--- src/rtl/clkmode_pkg.sv ---
package clkmode_pkg;

   typedef enum logic [1:0] {
      MODE_PRI     = 2'd0,
      MODE_INT     = 2'd1,
      MODE_HANDOFF = 2'd2
   } mode_e;

   localparam int SRC_W    = 3;
   localparam int SRC_PRI  = 0;
   localparam int SRC_SLOW = 1;
   localparam int SRC_FAST = 2;

   function automatic logic [SRC_W-1:0] src_code(input mode_e m, input logic fast);
      logic [SRC_W-1:0] r;
      r = '0;
      if (m == MODE_PRI)
         r[SRC_PRI] = 1'b1;
      else if (fast)
         r[SRC_FAST] = 1'b1;
      else
         r[SRC_SLOW] = 1'b1;
      return r;
   endfunction

endpackage

--- src/rtl/clkmode_startup.sv ---
module clkmode_startup #(
   parameter int OST_PERIODS    = 1024,
   parameter bit USE_PLL        = 1'b0,
   parameter int PLL_LOCK_TICKS = 2000
) (
   input  logic clk,
   input  logic rst_n,
   input  logic run_i,
   input  logic pri_tick_i,
   input  logic ref_tick_i,
   output logic done_o
);
   localparam int               OST_W    = $clog2(OST_PERIODS + 1);
   localparam logic [OST_W-1:0] OST_LAST = OST_W'(OST_PERIODS - 1);

   logic [OST_W-1:0] ost_cnt;
   logic             ost_done;

   always_ff @(posedge clk or negedge rst_n) begin
      if (!rst_n) begin
         ost_cnt  <= '0;
         ost_done <= 1'b0;
      end else if (!run_i) begin
         ost_cnt  <= '0;
         ost_done <= 1'b0;
      end else if (!ost_done && pri_tick_i) begin
         if (ost_cnt == OST_LAST)
            ost_done <= 1'b1;
         else
            ost_cnt <= ost_cnt + 1'b1;
      end
   end

   generate
      if (USE_PLL) begin : g_lock
         localparam int               LCK_W    = $clog2(PLL_LOCK_TICKS + 1);
         localparam logic [LCK_W-1:0] LCK_LAST = LCK_W'(PLL_LOCK_TICKS - 1);
         logic [LCK_W-1:0] lock_cnt;
         logic             lock_done;

         always_ff @(posedge clk or negedge rst_n) begin
            if (!rst_n) begin
               lock_cnt  <= '0;
               lock_done <= 1'b0;
            end else if (!run_i || !ost_done) begin
               lock_cnt  <= '0;
               lock_done <= 1'b0;
            end else if (!lock_done && ref_tick_i) begin
               if (lock_cnt == LCK_LAST)
                  lock_done <= 1'b1;
               else
                  lock_cnt <= lock_cnt + 1'b1;
            end
         end
         assign done_o = lock_done;
      end else begin : g_nolock
         logic unused_ref;
         assign unused_ref = ref_tick_i;
         assign done_o     = ost_done;
      end
   endgenerate

endmodule

--- src/rtl/clkmode_stab.sv ---
module clkmode_stab #(
   parameter int FSEL_W     = 3,
   parameter int STAB_TICKS = 64
) (
   input  logic              clk,
   input  logic              rst_n,
   input  logic              on_i,
   input  logic [FSEL_W-1:0] sel_i,
   input  logic              ref_tick_i,
   output logic              ready_o
);
   localparam int              ST_W    = $clog2(STAB_TICKS + 1);
   localparam logic [ST_W-1:0] ST_LAST = ST_W'(STAB_TICKS - 1);

   logic [ST_W-1:0]   st_cnt;
   logic [FSEL_W-1:0] sel_q;

   always_ff @(posedge clk or negedge rst_n) begin
      if (!rst_n) begin
         st_cnt  <= '0;
         ready_o <= 1'b0;
         sel_q   <= '0;
      end else begin
         sel_q <= sel_i;
         if (!on_i) begin
            st_cnt  <= '0;
            ready_o <= 1'b0;
         end else if (!ready_o) begin
            if (sel_i != sel_q)
               st_cnt <= '0;
            else if (ref_tick_i) begin
               if (st_cnt == ST_LAST)
                  ready_o <= 1'b1;
               else
                  st_cnt <= st_cnt + 1'b1;
            end
         end
      end
   end

endmodule

--- src/rtl/clkmode_fsm.sv ---
module clkmode_fsm
   import clkmode_pkg::*;
(
   input  logic             clk,
   input  logic             rst_n,
   input  logic             int_req_i,
   input  logic             fast_want_i,
   input  logic             su_done_i,
   input  logic             fast_rdy_i,
   input  logic             keep_slow_i,
   output logic             run_su_o,
   output logic             pri_en_o,
   output logic             fast_en_o,
   output logic             slow_en_o,
   output logic [SRC_W-1:0] src_o,
   output logic             osts_o,
   output logic             iofs_o
);
   mode_e            mode_q, mode_n;
   logic [SRC_W-1:0] src_n;

   always_comb begin
      mode_n = mode_q;
      unique case (mode_q)
         MODE_PRI:     if (int_req_i) mode_n = MODE_INT;
         MODE_INT:     if (!int_req_i) mode_n = MODE_HANDOFF;
         MODE_HANDOFF: begin
            if (int_req_i)
               mode_n = MODE_INT;
            else if (su_done_i)
               mode_n = MODE_PRI;
         end
         default:      mode_n = MODE_PRI;
      endcase
   end

   assign src_n    = src_code(mode_n, fast_want_i);
   assign run_su_o = (mode_q != MODE_INT);

   always_ff @(posedge clk or negedge rst_n) begin
      if (!rst_n) begin
         mode_q    <= MODE_PRI;
         pri_en_o  <= 1'b1;
         fast_en_o <= 1'b0;
         slow_en_o <= 1'b0;
         src_o     <= SRC_W'(1) << SRC_PRI;
         osts_o    <= 1'b0;
         iofs_o    <= 1'b0;
      end else begin
         mode_q    <= mode_n;
         pri_en_o  <= (mode_n != MODE_INT);
         fast_en_o <= fast_want_i;
         slow_en_o <= keep_slow_i | src_n[SRC_SLOW];
         src_o     <= src_n;
         osts_o    <= (mode_n == MODE_PRI) && su_done_i;
         iofs_o    <= (mode_n != MODE_PRI) && fast_rdy_i && fast_want_i;
      end
   end

endmodule

--- src/rtl/clkmode_switch.sv ---
module clkmode_switch #(
   parameter int FSEL_W         = 3,
   parameter int OST_PERIODS    = 1024,
   parameter bit USE_PLL        = 1'b0,
   parameter int PLL_LOCK_TICKS = 2000,
   parameter int STAB_TICKS     = 64
) (
   input  logic              clk,
   input  logic              rst_n,
   input  logic              ref_tick,
   input  logic              pri_osc_tick,
   input  logic [1:0]        src_sel,
   input  logic [FSEL_W-1:0] freq_sel,
   input  logic              fast_src_req,
   input  logic              wdt_en,
   input  logic              fscm_en,
   output logic              pri_osc_en,
   output logic              slow_osc_en,
   output logic              fast_osc_en,
   output logic [2:0]        src_onehot,
   output logic              pri_stable,
   output logic              fast_stable
);
   generate
      if (FSEL_W < 1) begin : g_bad_fsel
         $error("clkmode_switch: FSEL_W must be at least 1");
      end
      if (OST_PERIODS < 1) begin : g_bad_ost
         $error("clkmode_switch: OST_PERIODS must be at least 1");
      end
      if (STAB_TICKS < 1) begin : g_bad_stab
         $error("clkmode_switch: STAB_TICKS must be at least 1");
      end
      if (USE_PLL && PLL_LOCK_TICKS < 1) begin : g_bad_lock
         $error("clkmode_switch: PLL_LOCK_TICKS must be at least 1");
      end
   endgenerate

   logic fast_want, int_req, su_run, su_done, fast_rdy, keep_slow;
   logic unused_sel0;

   assign fast_want   = (|freq_sel) | fast_src_req;
   assign int_req     = src_sel[1];
   assign keep_slow   = wdt_en | fscm_en;
   assign unused_sel0 = src_sel[0];

   clkmode_startup #(
      .OST_PERIODS   (OST_PERIODS),
      .USE_PLL       (USE_PLL),
      .PLL_LOCK_TICKS(PLL_LOCK_TICKS)
   ) u_startup (
      .clk       (clk),
      .rst_n     (rst_n),
      .run_i     (su_run),
      .pri_tick_i(pri_osc_tick),
      .ref_tick_i(ref_tick),
      .done_o    (su_done)
   );

   clkmode_stab #(
      .FSEL_W    (FSEL_W),
      .STAB_TICKS(STAB_TICKS)
   ) u_stab (
      .clk       (clk),
      .rst_n     (rst_n),
      .on_i      (fast_want),
      .sel_i     (freq_sel),
      .ref_tick_i(ref_tick),
      .ready_o   (fast_rdy)
   );

   clkmode_fsm u_fsm (
      .clk        (clk),
      .rst_n      (rst_n),
      .int_req_i  (int_req),
      .fast_want_i(fast_want),
      .su_done_i  (su_done),
      .fast_rdy_i (fast_rdy),
      .keep_slow_i(keep_slow),
      .run_su_o   (su_run),
      .pri_en_o   (pri_osc_en),
      .fast_en_o  (fast_osc_en),
      .slow_en_o  (slow_osc_en),
      .src_o      (src_onehot),
      .osts_o     (pri_stable),
      .iofs_o     (fast_stable)
   );

endmodule

--- config.mk ---
export PLATFORM = sky130hd
export DESIGN_NAME = clkmode_switch
export DESIGN_NICKNAME = d
export VERILOG_FILES = /design/src/rtl/clkmode_pkg.sv /design/src/rtl/clkmode_startup.sv /design/src/rtl/clkmode_stab.sv /design/src/rtl/clkmode_fsm.sv /design/src/rtl/clkmode_switch.sv
export SDC_FILE = /design/constraint.sdc
export NUM_CORES = 1
export LEC_CHECK = 0
export ABC_AREA = 0
export CORE_UTILIZATION = 55
export CTS_CLUSTER_DIAMETER = 100
export DETAILED_ROUTE_END_ITERATION = 8
export HOLD_SLACK_MARGIN = 0.12
export PLACE_DENSITY_LB_ADDON = 0.3
export SYNTH_ARGS = -nofsm -noshare
export SYNTH_HDL_FRONTEND = slang
export SYNTH_SLANG_ARGS = --single-unit
--- constraint.sdc ---
create_clock -name clk -period 2.8 [get_ports clk]
set_input_delay 0.42 -clock clk [delete_from_list [all_inputs] [get_ports clk]]
set_output_delay 0.42 -clock clk [all_outputs]
set_load 0.05 [all_outputs]
* Word-level counts from Yosys, hierarchy flattened
Index checks and enable logic that the tools add are counted.
Storage, ports and cells: register bits 33, input bits 12, output and inout port bits 8, word-level logic and storage cells 67
Cells by class: add/subtract/negate cells 2, eq/ne operators 13, multiplexer cells 25, bitwise logic cells 3, reductions and logical operators 12
Operators by type and width (count):
- two-way mux 7 bit | 5
- two-way mux 11 bit | 3
- adder 11 x 1 -> 11 bit (second input constant) | 1
- equality test 11 x 10 -> 1 bit (second input constant) | 1
- two-way mux 1 bit | 11
- two-way mux 2 bit | 5
- inequality test 2 bit (second input constant) | 4
- adder 7 x 1 -> 7 bit (second input constant) | 1
- equality test 7 x 6 -> 1 bit (second input constant) | 1
- inequality test 3 bit (second input constant) | 2
- one-hot mux 2 bit (3 select lines) | 1
- logical AND 1 bit | 4
- zero test 2 bit | 2
- inequality test 2 x 1 -> 1 bit (second input constant) | 2
- AND reduction 2 bit | 2
- inequality test 3 bit | 1
- bitwise OR 1 bit | 3
- AND reduction 3 bit | 1
- OR reduction 3 bit | 1
- equality test 2 x 1 -> 1 bit (second input constant) | 1
- equality test 2 bit (second input constant) | 1
- nonzero test 2 bit | 1
- zero test 1 bit | 1

* Depth between registers and ports, before layout
Gate-level depths: netlist of the first run.
word-level depth 6, depth in mapped cells 6, gate-level depth less buffers 5

* By module
From an unflattened synthesis of the first run, not the netlist that was laid out.
Second synthesis, totals: cells, all modules 145, area, all modules 1605.3 µm²
Modules (own cells, without submodules):
- clkmode_startup | times used 1, cells an instance 69, area each 681.9 µm², sequential area each 300.3 µm²
- clkmode_stab | times used 1, cells an instance 49, area each 556.8 µm², sequential area each 275.3 µm²
- clkmode_fsm | times used 1, cells an instance 25, area each 352.8 µm², sequential area each 252.7 µm²
- clkmode_switch | times used 1, cells an instance 2, area each 13.8 µm², sequential area each 0.0 µm²

* Worst setup path after synthesis of the first run
Ideal clock, no wire load.
kind register to register, start point reg u_startup.ost_cnt[0], end point reg u_startup.ost_cnt[7], library setup time 0.078 ns, arrival 1.526 ns, data required time 2.722 ns, setup slack 1.196 ns, stages on the path, launching flop included 6, clock period less this slack 1.604 ns, path through dfrtp_1 -> ha_1 -> and3b_1 -> a211o_1 -> or3_1 -> a21oi_1
On the way: cells in the longest elaborated chain, start to end 4, elaborated cells between the ends (all ways) 7
Ends and longest elaborated chain:
- start, declared | line clkmode_startup.sv:16 | logic [OST_W-1:0] ost_cnt;
- start signal, assigned | line clkmode_startup.sv:30 | ost_cnt <= ost_cnt + 1'b1;
- adder 11 x 1 -> 11 bit | line clkmode_startup.sv:30
- two-way mux 11 bit | line clkmode_startup.sv:27 | if (ost_cnt == OST_LAST)
- two-way mux 11 bit | line clkmode_startup.sv:26 | end else if (!ost_done && pri_tick_i) begin
- two-way mux 11 bit | line clkmode_startup.sv:23 | end else if (!run_i) begin
Several ways; a longest one is shown, not always the timed one. The select of a mux whose other input is x is not followed. A chain may end at the register's enable or synchronous reset.

* Final worst setup path of the first run
start point reg u_fsm.src_o[0], end point out src_onehot[0]
RTL lines:
- start, declared | line clkmode_fsm.sv:15 | output logic [SRC_W-1:0] src_o,
- start signal, assigned | line clkmode_fsm.sv:46 | src_o <= SRC_W'(1) << SRC_PRI;
- start signal, assigned | line clkmode_fsm.sv:54 | src_o <= src_n;
- end, declared | line clkmode_switch.sv:20 | output logic [2:0] src_onehot,
No word-level cell between the ends.

==> results.sh, run 1 <==
export IMPL_fin_util=0.6738
export IMPL_clock_sinks=33
export IMPL_port_buffers=18
export IMPL_critPathTopFamily="buffers and inverters"
export IMPL_synth_seq_cells=33
export IMPL_postPlaceCellArea_sq_mm=0.001799
export IMPL_startpoint_type="flop"
export IMPL_ant_nets=0
export IMPL_synth_nets=165
export IMPL_rsz0062_at_grt="no"
export IMPL_crit_fanout=1
export IMPL_fmax_mhz=482.9
export IMPL_dp_hpwl_um=2177
export IMPL_fp_dieH_um=55.82
export IMPL_core_sq_mm=0.002758
export IMPL_crit_path_end_kind="primary output"
export IMPL_rows=19
export IMPL_cpPeakStageDelay_ps=790
export IMPL_nets=188
export IMPL_grt_overflow=0
export IMPL_clk_pin_slew_ps=100
export IMPL_cp_slowest_cell="clkdlybuf4s50_1"
export IMPL_worst_pin_slew_ps=629.3
export IMPL_critPathBufInv=1
export IMPL_status="finished, final reports clean"
export IMPL_setup_tns_ps=0
export IMPL_dp_cells=198
export IMPL_p_leak_nw=0.7654
export IMPL_yosys_warnings=0
export IMPL_cp_arrival_ps=1650
export IMPL_clk_insertion_delay_late_ps=330
export IMPL_layout_common_cells="dfrtp_1, clkdlybuf4s50_1, a21oi_1"
export IMPL_yosysUniqueCellTypes=51
export IMPL_routed_wl_um=3015
export IMPL_antenna_found_initial=0
export IMPL_synthArstFlopShare=1.000
export IMPL_setup_ws_ps=729.3
export IMPL_area_growth_pct=16.65
export IMPL_grt_max_degree=34
export IMPL_die_area_sq_mm=0.003115
export IMPL_final_common_cell="dfrtp_1"
export IMPL_dp_slack_ps=683.9
export IMPL_grt_first_pass_wirelength_um=5506
export IMPL_synth_top_area_frac=0.4870
export IMPL_synth_area_top_cells="dfrtp_1, a21oi_1, dfstp_2"
export IMPL_power_density_mw_per_mm2=507.2
export IMPL_boundaryPins=20
export IMPL_irDropWorstVdd_uv=533.8
export IMPL_first_global_vias=1278
export IMPL_clock_skew_ps=9.616
export IMPL_initial_utilization=0.5776
export IMPL_ctsResizeCount=0
export IMPL_synth_main_ff_cell="dfrtp_1"
export IMPL_slew_violations=0
export IMPL_finalHoldViolations=0
export IMPL_drt_iter0_drc=81
export IMPL_htree_levels=2
export IMPL_drc=0
export IMPL_mappedNetlistArea_sq_mm=0.001593
export IMPL_slew_headroom=0.5796
export IMPL_design_area_sq_mm=0.001858
export IMPL_drv_cap=0
export IMPL_vias=1270
export IMPL_critPathRequiredTime_ps=2380
export IMPL_wl_per_cell_um=14.64
export IMPL_cts_tree="yes"
export IMPL_clockBufferDepth=2
export IMPL_cts_root_buf="clkbuf_4"
export IMPL_setup_violations=0
export IMPL_gp_congestion=0.8374
export IMPL_grt_total_usage=0.2303
export IMPL_hold_path_class="in2async"
export IMPL_seq_area_frac_synth=0.5200
export IMPL_cts_buffers=5
export IMPL_dieWidth_um=55.82
export IMPL_critPathKind="reg2out"
export IMPL_fin_cells=206
export IMPL_synth_edf_count=0
export IMPL_insertedDiodeCount=0
export IMPL_syn_inst=151
export IMPL_layout_worst_path_cycle_share=0.7395
export IMPL_finalCriticalPeriod_ps=2071
export IMPL_drive_gt1_frac=0.1086
export IMPL_drtPass1Iterations=4
export IMPL_post_cts_setup_buffer_count=0
export IMPL_syn_area_per_cell_sq_um=10.55
export IMPL_via_per_inst=6.165
export IMPL_synth_top_area_cell="dfrtp_1"
export IMPL_cts_hold_buf=0
export IMPL_path_cells="clkdlybuf4s50_1"
-- power breakdown --
part	internal [W]	total, W	switching, W
Clock	0.000124	0.000272	0.000148
Sequential	0.000505	0.000530	0.0000255
Combinational	0.0000569	0.000140	0.0000832
Total	0.000685	0.000942	0.000257
-- cell families (layout without fill, tap and decap cells) --
family          after synthesis  count (layout)  share of synthesized area
flops                        33              33                     0.5200
fa+ha+maj                     2               2                    0.01571
compound gates               39              39                     0.1618
xor+xnor                      5               5                    0.02749
buf+inv                       9              33                    0.02670
simple gates                 63              63                     0.2482
-- final timing paths --
kind | startpoint | to | slack (ps) | cells past startpoint
min | rst_n | u_startup.ost_cnt[4]$_DFFE_PN0P_ | 480 | 2
max | u_fsm.src_o[0]$_DFF_PN1_ | src_onehot[0] | 730 | 1
min reg2reg | u_startup.ost_cnt[10]$_DFFE_PN0P_ | u_startup.ost_cnt[10]$_DFFE_PN0P_ | 540 | 1
max in group asynchronous | rst_n | u_fsm.src_o[0]$_DFF_PN1_ | 1990 | 2
max reg2reg | u_startup.ost_cnt[0]$_DFFE_PN0P_ | u_startup.ost_cnt[7]$_DFFE_PN0P_ | 1050 | 5
min in group clk | u_startup.ost_cnt[10]$_DFFE_PN0P_ | u_startup.ost_cnt[10]$_DFFE_PN0P_ | 540 | 1
-- stage by stage --
step / total power (W) / hold slack [ps]
2_1_floorplan: 0.0006211 / 124.4
3_3_place_gp: 0.0006690 / 504.2
3_5_place_dp: 0.0006807 / 520.3
4_1_cts: 0.0009566 / 475.2
5_1_grt: 0.0009941 / 513.9
6_report: 0.0009424 / 475.3
-- layout make-up --
| class | instances | area [sq um] |
|---|---|---|
| repair buffers | 19 | 187.7 |
| well taps | 31 | 38.79 |
| inverters | 6 | 22.52 |
| multi-input cells | 109 | 721.9 |
| flip-flops and latches | 33 | 828.3 |
| clock buffers | 8 | 58.81 |
| fillers | 206 | 899.6 |
-- state kept, by name (all words and copies together) (netlist names), 2 cells and up --
register and cells:
u_fsm.mode_q 2, u_startup.ost_cnt 11, u_stab.sel_q 3, u_fsm.src_o 3, u_stab.st_cnt 7
-- synthesized netlist by cell type (all sizes together) (2+ instances only) --
master	count
nand4	6
or2	2
ha	2
nor2	9
nor3	3
nor2b	3
o21a	2
nor4	3
nand3	5
xnor2	4
and4	2
buf	2
or3	4
nand4b	2
a31oi	2
and3b	2
inv	6
dfstp	2
dfrtp	31
nand2b	3
and3	3
nand2	12
a21oi	13
o21ai	9
-- metal layers --
metal	share of wire	track usage
met5	0	0
met4	0.017	0.09059
met3	0.043	0.07674
met2	0.49	0.3614
met1	0.45	0.2976
Note: power is estimated with default switching activity, not from simulation.
==> run 2, diff against run 1 <==
--- a/config.mk
+++ b/config.mk
@@ -6,7 +6,7 @@
 export NUM_CORES = 1
 export LEC_CHECK = 0
 export ABC_AREA = 0
-export CORE_UTILIZATION = 55
+export CORE_UTILIZATION = 49
 export CTS_CLUSTER_DIAMETER = 100
 export DETAILED_ROUTE_END_ITERATION = 8
 export HOLD_SLACK_MARGIN = 0.12
==> constraint.sdc (replaced) <==
create_clock -name clk -period 1.9 [get_ports clk]
set_input_delay 0.285 -clock clk [delete_from_list [all_inputs] [get_ports clk]]
set_output_delay 0.285 -clock clk [all_outputs]
set_load 0.05 [all_outputs]
==> results.sh, run 2 (synthesized netlist as in run 1, its figures left out) <==
export IMPL_postPlaceCellArea_sq_mm=0.001841
export IMPL_slew_violations=0
export IMPL_rows=20
export IMPL_drtPass1Iterations=4
export IMPL_grt_overflow=0
export IMPL_cts_tree="yes"
export IMPL_drt_iter0_drc=75
export IMPL_grt_use_met2=0.3523
export IMPL_dp_hpwl_um=2259
export IMPL_clock_skew_ps=21.79
export IMPL_reg2reg_slack_ps=130
export IMPL_irDropWorstVdd_uv=585.6
export IMPL_area_growth_pct=18.70
export IMPL_die_area_sq_mm=0.003483
export IMPL_cp_arrival_ps=2020
export IMPL_ctsResizeCount=0
export IMPL_busiest_layer="met2"
export IMPL_status="finished, final reports clean"
export IMPL_core_sq_mm=0.003078
export IMPL_r2r_end="u_startup.ost_cnt[7]$_DFFE_PN0P_"
export IMPL_initial_utilization=0.5175
export IMPL_finalCriticalPeriod_ps=1766
export IMPL_ant_nets=0
export IMPL_layout_common_cells="dfrtp_1, clkdlybuf4s50_1, a21oi_1"
export IMPL_wl_per_cell_um=13.95
export IMPL_hold_path_class="in2async"
export IMPL_drv_cap=0
export IMPL_crit_path_end_kind="flop"
export IMPL_critPathRequiredTime_ps=2150
export IMPL_crit_fanout=4
export IMPL_gr_usage_met1=0.2478
export IMPL_htree_levels=2
export IMPL_grtUsageMet3=0.06769
export IMPL_rsz0062_at_grt="no"
export IMPL_fp_dieH_um=59.02
export IMPL_reg_top3="u_startup.ost_cnt (11), u_stab.st_cnt (7)"
export IMPL_vias=1256
export IMPL_critPathKind="reg2reg"
export IMPL_gp_congestion=0.8347
export IMPL_dp_slack_ps=-14.92
export IMPL_power_density_mw_per_mm2=723.2
export IMPL_cts_root_buf="clkbuf_4"
export IMPL_antenna_found_initial=0
export IMPL_cts_hold_buf=0
export IMPL_boundaryPins=20
export IMPL_nets=192
export IMPL_largest_reg_flops=11
export IMPL_worst_pin_slew_ps=657.0
export IMPL_final_common_cell="dfrtp_1"
export IMPL_grt_max_degree=34
export IMPL_nFillCells=261
export IMPL_startpoint_type="flop"
export IMPL_worstReg2RegStart="u_startup.ost_cnt[0]$_DFFE_PN0P_"
export IMPL_fin_util=0.6142
export IMPL_grt_first_pass_wirelength_um=5423
export IMPL_clock_sinks=33
export IMPL_clockBufferDepth=2
export IMPL_layout_worst_path_cycle_share=0.9296
export IMPL_clk_insertion_delay_late_ps=340
export IMPL_drc=0
export IMPL_routed_wl_um=3110
export IMPL_design_area_sq_mm=0.001891
export IMPL_via_per_inst=5.632
export IMPL_dieWidth_um=59.02
export IMPL_fmax_mhz=566.2
export IMPL_grt_total_usage=0.2104
export IMPL_first_global_vias=1268
export IMPL_setup_violations=0
export IMPL_port_buffers=18
export IMPL_clk_pin_slew_ps=110
export IMPL_p_leak_nw=0.7820
export IMPL_post_cts_setup_buffer_count=0
export IMPL_ff2ff_path_depth=5
export IMPL_setup_ws_ps=133.8
export IMPL_insertedDiodeCount=0
export IMPL_slew_headroom=0.5611
export IMPL_cts_buffers=5
export IMPL_top_register="u_startup.ost_cnt"
export IMPL_drive_gt1_frac=0.1397
export IMPL_finalHoldViolations=0
[run 2: changes by cell type in the layout (fill, tap and decap cells not counted)]
cell	delta
clkbuf_8	-1
clkinv_2	+1
clkdlybuf4s50_1	-2
buf_4	+6
[run 2: routing by layer]
metal / up-vias / wire length, um
li1: 612 / -
met5: - / 0
met4: 0 / 58
met1: 612 / 1342
met3: 7 / 128
met2: 25 / 1580
[run 2: worst max-delay path by stage]
stage / endpoint / from / slack, ps
finish: u_startup.ost_cnt[7]$_DFFE_PN0P_ / u_startup.ost_cnt[0]$_DFFE_PN0P_ / 130
global route: u_startup.ost_cnt[7]$_DFFE_PN0P_ / u_startup.ost_cnt[0]$_DFFE_PN0P_ / 9
CTS: pri_stable / u_fsm.osts_o$_DFF_PN0_ / 130
detailed placement: u_stab.st_cnt[4]$_DFFE_PN0P_ / freq_sel[1] / -10
global placement: u_stab.st_cnt[4]$_DFFE_PN0P_ / freq_sel[0] / 40
floorplan: u_startup.ost_cnt[7]$_DFFE_PN0P_ / u_startup.ost_cnt[0]$_DFFE_PN0P_ / 300
[run 2: final cells by class]
| cell class | count | area, sq um | share of cell area |
|---|---|---|---|
| flip-flops and latches | 33 | 828.3 | 0.4381 |
| clock inverters | 1 | 5.005 | 0.002647 |
| multi-input cells | 109 | 721.9 | 0.3819 |
| inverters | 6 | 22.52 | 0.01191 |
| well taps | 44 | 55.05 | 0.02912 |
| clock buffers | 7 | 45.04 | 0.02383 |
| repair buffers | 23 | 212.7 | 0.1125 |
[run 2: where the power goes]
group / switching [W] / total (W) / internal, W
Clock: 0.000236 / 0.000380 / 0.000144
Combinational: 0.000122 / 0.000206 / 0.0000848
Sequential: 0.0000368 / 0.000781 / 0.000744
[run 2: worst max-delay path: stages (launching register included)]
cell and delay, ps:
dfrtp_1 440, ha_1 260, and3b_1 190, a211o_1 330, or3_1 320, a21oi_1 150
[run 2: per-stage QoR]
| stage | power [W] | std cells | hold WS (ps) | TNS [ps] |
|---|---|---|---|---|
| floorplan | 0.0009154 | 151 | -10.59 | 0 |
| global placement | 0.0009866 | 215 | 504.2 | 0 |
| detailed placement | 0.001003 | 215 | 513.5 | -14.92 |
| CTS | 0.001384 | 223 | 342.2 | 0 |
| global route | 0.001433 | 223 | 359.0 | 0 |
| finish | 0.001367 | 223 | 324.7 | 0 |
==> run 3, diff against run 2 <==
--- a/config.mk
+++ b/config.mk
@@ -6,7 +6,7 @@
 export NUM_CORES = 1
 export LEC_CHECK = 0
 export ABC_AREA = 0
-export CORE_UTILIZATION = 49
+export CORE_UTILIZATION = 55
 export CTS_CLUSTER_DIAMETER = 100
 export DETAILED_ROUTE_END_ITERATION = 8
 export HOLD_SLACK_MARGIN = 0.12
==> constraint.sdc (replaced) <==
create_clock -name clk -period 2.2 [get_ports clk]
set_input_delay 0.33 -clock clk [delete_from_list [all_inputs] [get_ports clk]]
set_output_delay 0.33 -clock clk [all_outputs]
set_load 0.05 [all_outputs]
==> results.sh, run 3 (synthesized netlist as in run 1, its figures left out) <==
export IMPL_grt_overflow=0
export IMPL_antenna_found_initial=0
export IMPL_top_register="u_startup.ost_cnt"
export IMPL_critPathKind="reg2out"
export IMPL_multi_input_area_sq_um=721.9
export IMPL_p_int_w=0.0008639
export IMPL_highest_layer="met4"
export IMPL_drtPass1Iterations=4
export IMPL_startpoint_type="flop"
export IMPL_finalCriticalPeriod_ps=1981
export IMPL_worst_pin_slew_ps=650.5
export IMPL_hold_path_class="in2async"
export IMPL_cts_hold_buf=0
export IMPL_first_global_vias=1240
export IMPL_port_buffers=18
export IMPL_grt_total_usage=0.2243
export IMPL_fp_dieH_um=55.82
export IMPL_switchingPower_w=0.0003254
export IMPL_drc=0
export IMPL_nets=188
export IMPL_drv_cap=0
export IMPL_crit_fanout=1
export IMPL_dp_hpwl_um=2095
export IMPL_gp_congestion=0.8404
export IMPL_power_frac_clock=0.286
export IMPL_slew_headroom=0.5654
export IMPL_wl_met2_um=1479
export IMPL_grt_max_degree=34
export IMPL_reg2reg_slack_ps=420
export IMPL_ff_latch_area_sq_um=828.3
export IMPL_boundaryPins=20
export IMPL_p_leak_nw=0.7631
export IMPL_cpPeakStageDelay_ps=790
export IMPL_post_cts_setup_buffer_count=0
export IMPL_critPathBufInv=1
export IMPL_clock_sinks=33
export IMPL_power_density_mw_per_mm2=640.1
export IMPL_path_cells="clkdlybuf4s50_1"
export IMPL_setup_violations=0
export IMPL_cts_root_buf="clkbuf_4"
export IMPL_rows=19
export IMPL_core_sq_mm=0.002758
export IMPL_layout_worst_path_cycle_share=0.9004
export IMPL_switching_share=0.2736
export IMPL_status="finished, final reports clean"
export IMPL_dieWidth_um=55.82
export IMPL_clk_pin_slew_ps=100
export IMPL_nFillCells=210
export IMPL_setup_tns_ps=0
export IMPL_reg_top3="u_startup.ost_cnt (11), u_stab.st_cnt (7)"
export IMPL_critPathRequiredTime_ps=1870
export IMPL_final_common_cell="dfrtp_1"
export IMPL_cp_slowest_cell="clkdlybuf4s50_1"
export IMPL_cts_tree="yes"
export IMPL_finalHoldViolations=0
export IMPL_fmax_mhz=504.8
export IMPL_combPwrFrac=0.148
export IMPL_layout_common_cells="dfrtp_1, clkdlybuf4s50_1, a21oi_1"
export IMPL_wl_met1_um=1339
export IMPL_clk_insertion_delay_late_ps=320
export IMPL_ctsResizeCount=0
export IMPL_irDropWorstVdd_uv=669.6
export IMPL_wl_met3_um=111
export IMPL_routed_wl_um=2970
export IMPL_hold_slack_ps=395.7
export IMPL_cts_buffers=5
export IMPL_via_per_inst=5.976
export IMPL_slew_violations=0
export IMPL_clockBufferDepth=2
export IMPL_area_growth_pct=16.65
export IMPL_drive_gt1_frac=0.1149
export IMPL_htree_levels=2
export IMPL_vias=1225
export IMPL_ant_nets=0
export IMPL_fin_util=0.6738
export IMPL_critPathTopFamily="buffers and inverters"
export IMPL_insertedDiodeCount=0
export IMPL_crit_path_end_kind="primary output"
export IMPL_initial_utilization=0.5776
export IMPL_path_depth=1
export IMPL_rsz0062_at_grt="no"
export IMPL_ff2ff_path_depth=5
export IMPL_power_frac_seq=0.567
export IMPL_largest_reg_flops=11
export IMPL_clock_skew_ps=11.94
export IMPL_cp_arrival_ps=1650
export IMPL_die_area_sq_mm=0.003115
export IMPL_wl_per_cell_um=14.49
export IMPL_drt_iter0_drc=68
export IMPL_grt_first_pass_wirelength_um=5402
==> run 3: through the flow <==
| step | instance area [sq um] | power, W | cells | setup slack [ps] |
|---|---|---|---|---|
| after floorplan | 1593 | 0.0007905 | 151 | 596.4 |
| after global placement | 1799 | 0.0008513 | 198 | 215.3 |
| after detailed placement | 1799 | 0.0008610 | 198 | 165.1 |
| after CTS | 1858 | 0.001206 | 205 | 196.8 |
| after global routing | 1858 | 0.001257 | 205 | 169.8 |
| final | 1858 | 0.001189 | 205 | 219.0 |
==> run 3: per-layer routing <==
| layer | vias to the layer above | track usage |
|---|---|---|
| li1 | 600 | - |
| met5 | - | 0 |
| met1 | 593 | 0.2855 |
| met4 | 0 | 0.09059 |
| met2 | 28 | 0.3632 |
| met3 | 4 | 0.06512 |
==> run 3: layout make-up <==
class                      instances  share of cell area
clock inverter                     1            0.004040
sequential                        33              0.4458
inverter                           6             0.01212
clock buffer                       6             0.02761
tap                               31             0.02088
timing repair buffer              19              0.1010
multi-input combinational        109              0.3886
==> run 3: path summary, 6_finish.rpt <==
| kind | start | endpoint |
|---|---|---|
| worst max-delay path | u_fsm.src_o[0]$_DFF_PN1_ | src_onehot[0] |
| worst min-delay path | rst_n | u_stab.st_cnt[6]$_DFFE_PN0P_ |
| worst max register to register | u_startup.ost_cnt[0]$_DFFE_PN0P_ | u_startup.ost_cnt[7]$_DFFE_PN0P_ |
| worst min register to register | u_stab.st_cnt[6]$_DFFE_PN0P_ | u_stab.st_cnt[6]$_DFFE_PN0P_ |
| max in group asynchronous | rst_n | u_fsm.src_o[0]$_DFF_PN1_ |
| min in group clk | u_stab.st_cnt[6]$_DFFE_PN0P_ | u_stab.st_cnt[6]$_DFFE_PN0P_ |
==> run 3: power by group through the flow <==
stage | logic, W | clock network, W | registers (W)
2_1_floorplan | 0.0000837 | 0 | 0.000707
3_3_place_gp | 0.000169 | 0 | 0.000682
3_5_place_dp | 0.000176 | 0 | 0.000685
4_1_cts | 0.000178 | 0.000355 | 0.000673
5_1_grt | 0.000196 | 0.000383 | 0.000679
6_report | 0.000176 | 0.000340 | 0.000674
